==> config.mk <==
export PLATFORM = sky130hd
export DESIGN_NAME = dither_router
export DESIGN_NICKNAME = d
export VERILOG_FILES = /design/src/rtl/dither_router.sv
export SDC_FILE = /design/constraint.sdc
export NUM_CORES = 1
export LEC_CHECK = 0
export BUFFER_PORTS_ARGS = -buffer_cell sky130_fd_sc_hd__buf_2
export CAP_MARGIN = 20
export CELL_PAD_IN_SITES_DETAIL_PLACEMENT = 0
export CELL_PAD_IN_SITES_GLOBAL_PLACEMENT = 1
export CORE_MARGIN = 1
export CORE_UTILIZATION = 41
export DETAILED_ROUTE_END_ITERATION = 8
export HOLD_SLACK_MARGIN = 0.12
export MAX_ROUTING_LAYER = met4
export PLACE_DENSITY_LB_ADDON = 0.2
export SLEW_MARGIN = 10
export SYNTH_ARGS = -nofsm -noshare
export SYNTH_HDL_FRONTEND = slang
export SYNTH_SLANG_ARGS = --single-unit
==> constraint.sdc <==
create_clock -name clk -period 2.48 [get_ports clk]
set_clock_uncertainty 0.05 [all_clocks]
set_input_delay 0.372 -clock clk [delete_from_list [all_inputs] [get_ports clk]]
set_output_delay 0.372 -clock clk [all_outputs]
set_load 0.05 [all_outputs]
==> src/rtl/dither_router.sv <==
`timescale 1ns/1ps
module dither_router #(
  parameter int LFSR_W = 23,
  parameter logic [LFSR_W-1:0] TAPS = LFSR_W'(23'h420000),
  parameter logic [LFSR_W-1:0] DEFAULT_SEED = LFSR_W'(1),
  parameter int DW = 3
) (
  input  logic                 clk,
  input  logic                 rst_n,
  input  logic                 en,
  input  logic [2:0]           mode,
  input  logic                 seed_load,
  input  logic [LFSR_W-1:0]    seed_val,
  output logic signed [DW-1:0] dith1,
  output logic signed [DW-1:0] dith2,
  output logic signed [DW-1:0] dith3
);
  localparam logic [2:0] M_UNSHAPED = 3'd0;
  localparam logic [2:0] M_STAGE2   = 3'd1;
  localparam logic [2:0] M_MULTI    = 3'd2;
  localparam logic [2:0] M_SHAPE2   = 3'd3;
  localparam logic [2:0] M_SHAPE1   = 3'd4;
  localparam logic signed [DW-1:0] ZERO = '0;

  function automatic logic signed [DW-1:0] ext(input logic b);
    return {{(DW-1){1'b0}}, b};
  endfunction

  logic [LFSR_W-1:0] lfsr;
  logic [2:0]        mode_q;
  logic              h1, h2;

  wire d       = lfsr[LFSR_W-1];
  wire fb      = ^(lfsr & TAPS);
  wire restart = (mode != mode_q);
  wire p1      = restart ? 1'b0 : h1;
  wire p2      = restart ? 1'b0 : h2;

  logic signed [DW-1:0] raw, fo1, fo2;
  assign raw = ext(d);
  assign fo1 = raw - ext(p1);
  assign fo2 = raw - (ext(p1) <<< 1) + ext(p2);

  logic signed [DW-1:0] n1, n2, n3;
  always_comb begin
    n1 = ZERO;
    n2 = ZERO;
    n3 = ZERO;
    case (mode)
      M_UNSHAPED: n1 = raw;
      M_STAGE2:   n2 = raw;
      M_MULTI:    begin n2 = raw; n3 = raw; end
      M_SHAPE2:   n1 = fo2;
      M_SHAPE1:   n1 = fo1;
      default:    ;
    endcase
  end

  always_ff @(posedge clk or negedge rst_n) begin
    if (!rst_n) begin
      lfsr   <= DEFAULT_SEED;
      mode_q <= M_UNSHAPED;
      h1     <= 1'b0;
      h2     <= 1'b0;
      dith1  <= ZERO;
      dith2  <= ZERO;
      dith3  <= ZERO;
    end else if (seed_load) begin
      lfsr   <= (seed_val == '0) ? DEFAULT_SEED : seed_val;
      mode_q <= mode;
      h1     <= 1'b0;
      h2     <= 1'b0;
      dith1  <= ZERO;
      dith2  <= ZERO;
      dith3  <= ZERO;
    end else if (en) begin
      lfsr   <= {lfsr[LFSR_W-2:0], fb};
      mode_q <= mode;
      h1     <= d;
      h2     <= p1;
      dith1  <= n1;
      dith2  <= n2;
      dith3  <= n3;
    end
  end
endmodule

# Word level (Yosys, flattened, before mapping)
# Index checks and enable logic that the tools add are counted.
# classes
n_reduce_logical,5
n_eq_ne,5
mux,20
add_sub_neg,3
# ops
cell,n
$mux 23,3
$mux 3,8
$logic_not 23->1,1
$reduce_xor 23->1,1
$pmux 3 s3,1
$mux 1,8
$eq 3x2->1 const B,2
$add 3x2->3,1
$eq 3x1->1 const B,1
$eq 3x3->1 const B,1
$logic_not 3->1,1
$ne 3x3->1,1
$sub 1x2->3,1
$reduce_bool 2->1,1
$reduce_or 2->1,1
$sub 1x1->2,1
# totals
elab_cells,40
input_bits,30
register_bits,37
output_inout_bits,9

# Longest topological paths before layout
# depth
word_depth,7
mapped_depth,9
depth_no_buf,8

# Least setup slack after synthesis
# No wires, ideal clock.
# synth_path
path_type,in2reg
start,in mode[2]
end,reg dith1[1]
slack_ns,0.227
path_buffers,1
t_arrival_ns,2.116
path_stages,9
setup_time_ns,0.087
required_ns,2.343
cell_sequence,buf_2 > xor2_1 > nor3_1 > and2_1 > ha_1 > inv_1 > ha_1 > or4b_4 > a211oi_2
# synth_via
elab_chain_len,7
elab_cells_between_ends,12
classes_between,add/sub (3); eq/ne (3); mux (5); reduce/logical (1)
# synth_rtl
item,line,rtl
from (decl),11,"input logic [2:0] mode,"
$ne 3x3->1,35,wire restart = (mode != mode_q);
$mux 1,36,wire p1 = restart ? 1'b0 : h1;
$sub 1x2->3,42,assign fo2 = raw - (ext(p1) <<< 1) + ext(p2);
$add 3x2->3,42,
$pmux 3 s3 (*),49,case (mode)
$mux 3 (*),76,end else if (en) begin
$mux 3 (*),68,end else if (seed_load) begin
to (signal assigned),81,dith1 <= n1;
to (decl),14,"output logic signed [DW-1:0] dith1,"
# Every way passes the cells marked *; elsewhere a longest branch is shown, timed or not. The select of a mux whose other input is x is not followed.
# A chain may end at the register's enable or synchronous reset.

# Final worst setup path
# layout_path
start,reg mode_q[0]
end,reg dith1[1]
# layout_via
elab_chain_len,7
elab_cells_between_ends,9
classes_between,add/sub (3); eq/ne (1); mux (5)
# layout_rtl
item,line,rtl
from (decl),30,logic [2:0] mode_q;
from (signal assigned),70,mode_q <= mode;
from (signal assigned),78,mode_q <= mode;
$ne 3x3->1 (*),35,
$mux 1,36,
$sub 1x2->3,42,
$add 3x2->3,42,
$pmux 3 s3 (*),49,
$mux 3 (*),76,
$mux 3 (*),68,
# Marked as above.

==> flow_summary.json <==
{
  "synth_largest_area_cell": "dfrtp_1",
  "routed_wl_um": 3370,
  "vias_per_cell": 5.08,
  "p_per_area_nw_per_um2": 612,
  "post-route-period-util": 0.916,
  "track_usage": 0.184,
  "cp.arrival_ns": 2.41,
  "avgSynthCellArea_um2": 10.2,
  "num_rows": 23,
  "root_buffer": "clkbuf_8",
  "final_nets": 233,
  "fin_tns_setup_ns": 0,
  "crit_fanout": 2,
  "synth_most_common_cell": "dfrtp_1",
  "drc": 0,
  "clock.fmax_mhz": 440,
  "placed_cells": 242,
  "synth_ff_type": "dfrtp_1",
  "seq_area_frac_synth": 0.481,
  "place_congestion": 0.785,
  "leakagePower_uw": 0.000986,
  "drt_iter0_markers": 41,
  "yosysTopAreaCellShare": 0.465,
  "ys_top_cells_by_count": "32 x dfrtp_1, 24 x mux2i_1, 24 x nand2_1, 19 x o21ai_0, 7 x nor2_1",
  "hold_path_class": "input pin to flop",
  "rsz0062_at_grt": "false",
  "ios": 39,
  "pre_cts_ws_ns": 0.0679,
  "start_util": 0.430,
  "period_needed_ns": 2.27,
  "power_frac_comb": 0.161,
  "antenna_found_initial": 0,
  "clock_latency_ns": 0.28,
  "clkPwrFrac": 0.329,
  "synth_cell_types": 37,
  "finalSetupViolations": 0,
  "gr-max-usage-layer": "met2",
  "ys_warn_count": 0,
  "crit_path_end_kind": "flop",
  "status": "finished, final reports clean",
  "num_antenna_cells": 0,
  "slew-limit-headroom": 0.516,
  "cts_tree": "done",
  "synthCells": 169,
  "avgRoutedWirePerCell_um": 13.5,
  "coreArea_um2": 4000,
  "post_cts_buffers": 0,
  "path_clk_slew_ns": 0.06,
  "synth-seq-cells": 33,
  "vias": 1271,
  "dp_hpwl_um": 2480,
  "cts_resized": 0,
  "grt_pass1_wl_um": 5700,
  "slew_violations": 0,
  "drt-pass1-iter-count": 4,
  "startpoint_type": "flop",
  "cts_inserted_buffers": 5,
  "synth_edf_count": 0,
  "die_height_um": 66.8,
  "netSwitchingPower_uw": 326,
  "crit_required_ns": 2.62,
  "grt_use_met2": 0.308,
  "maxCapViolCount": 0,
  "clockBufferDepth": 2,
  "fill_cells": 396,
  "clock-sinks": 33,
  "grt_pass1_vias": 1274,
  "synthTopCellsByArea": "dfrtp_1 47%, mux2i_1 14%, o21ai_0 5.5%",
  "grt-ovfl-total": 0,
  "synthArstFlopShare": 1.00,
  "final_antenna_net_count": 0,
  "synth_area_um2": 1720,
  "grt_max_degree": 34,
  "grt.met3_usage": 0.0565,
  "die_w_um": 66.8,
  "cts_max_level": 2,
  "syn_to_final_growth_pct": 15.2,
  "die-area_um2": 4460,
  "setup_ws_ns": 0.208,
  "grtUsageMet1": 0.202,
  "port-buffer-count": 34,
  "hold_viol": 0,
  "vdd_ir_drop_max_mv": 0.289,
  "sequentialPowerShare": 0.510,
  "p_int_uw": 887,
  "path_class": "flop to flop",
  "final_cell_count_no_fill": 250,
  "worst_pin_slew_ns": 0.725,
  "drive_above_1_share": 0.255,
  "swShare": 0.268
}
[power by group through the flow]
stage / logic, uW / registers, uW / clock network [uW]
2_1_floorplan: 133 / 631 / 0
3_3_place_gp: 192 / 627 / 0
3_5_place_dp: 197 / 629 / 0
4_1_cts: 199 / 619 / 418
5_1_grt: 220 / 625 / 441
6_report: 195 / 618 / 399
[through the flow]
step / hold WS, ns / util / instance area (um2) / power, uW
2_1_floorplan: 0.0264 / - / 1730 / 763
3_3_place_gp: 0.430 / 0.471 / 1890 / 818
3_5_place_dp: 0.428 / 0.471 / 1890 / 826
4_1_cts: 0.256 / 0.495 / 1980 / 1240
5_1_grt: 0.272 / 0.495 / 1980 / 1290
6_report: 0.265 / 0.495 / 1980 / 1210
[routing by layer]
| layer | wire length (um) | vias up | share of wire |
|---|---|---|---|
| li1 | - | 644 | - |
| met1 | 1470 | 595 | 0.44 |
| met2 | 1700 | 27 | 0.51 |
| met3 | 132 | 5 | 0.039 |
| met4 | 63 | 0 | 0.019 |
| met5 | 0 | - | 0 |
[logic make-up (layout without fill, tap and decap cells)]
group | count (synthesis) | count (layout) | share of synthesized area
and+or+nand+nor | 47 | 47 | 0.132
DFF | 33 | 33 | 0.481
AOI/OAI and AO/OA | 32 | 32 | 0.114
muxes | 26 | 26 | 0.153
buffers and inverters | 22 | 50 | 0.0713
xor gates and xnor gates | 5 | 5 | 0.0255
adders and majority gates | 3 | 3 | 0.0218
other | 1 | 4 | 0.00218
[worst paths after layout]
| kind | start | end | slack (ns) | cells past startpoint |
|---|---|---|---|---|
| max in group asynchronous | rst_n | lfsr[17]$_DFFE_PN0P_ | 1.27 | 2 |
| max reg2reg | mode_q[0]$_DFFE_PN0P_ | dith1[1]$_DFFE_PN0P_ | 0.21 | 8 |
| max | mode_q[0]$_DFFE_PN0P_ | dith1[1]$_DFFE_PN0P_ | 0.21 | 8 |
| min | seed_val[6] | lfsr[6]$_DFFE_PN0P_ | 0.26 | 3 |
| min in group asynchronous | rst_n | mode_q[2]$_DFFE_PN0P_ | 0.64 | 2 |
| min reg2reg | dith3[0]$_DFFE_PN0P_ | dith3[0]$_DFFE_PN0P_ | 0.45 | 1 |
[critical path, stage by stage (launching register included)]
cell	delay, ns
dfrtp_1	0.39
xor2_1	0.16
nor3_1	0.25
and2_1	0.17
ha_1	0.13
inv_1	0.04
ha_1	0.27
or4b_4	0.49
a211oi_2	0.24
[cell usage in the layout (no fill, tap or decap), types with 4 or more instances in the layout]
cell       n
xor2_1     5
mux2i_1   24
conb_1     4
nor4_1     6
nor2_1     7
o21ai_0   19
dfrtp_1   32
nand2_1   24
clkbuf_8   6
buf_2     34
[what timing repair did]
action,4_1_cts,5_1_grt
setup endpoints to repair,0,0
endpoints found under the hold margin,1,0
hold buffers,1,0
[sequential cells by signal, summed over array words and instances, names as in the netlist]
signal and cells:
dith1 3, dith2 1, dith3 1, h1 1
h2 1, lfsr 23, mode_q 3
[area by class of cell]
class,count,area (um2),share of cell area
Sequential cell,33,827,0.417
Clock buffer,7,86.3,0.0436
Inverter,5,21.3,0.0107
Tap cell,50,62.6,0.0316
Timing Repair Buffer,38,203,0.102
Multi-Input combinational cell,117,782,0.395
(Power assumes the default switching activity.)
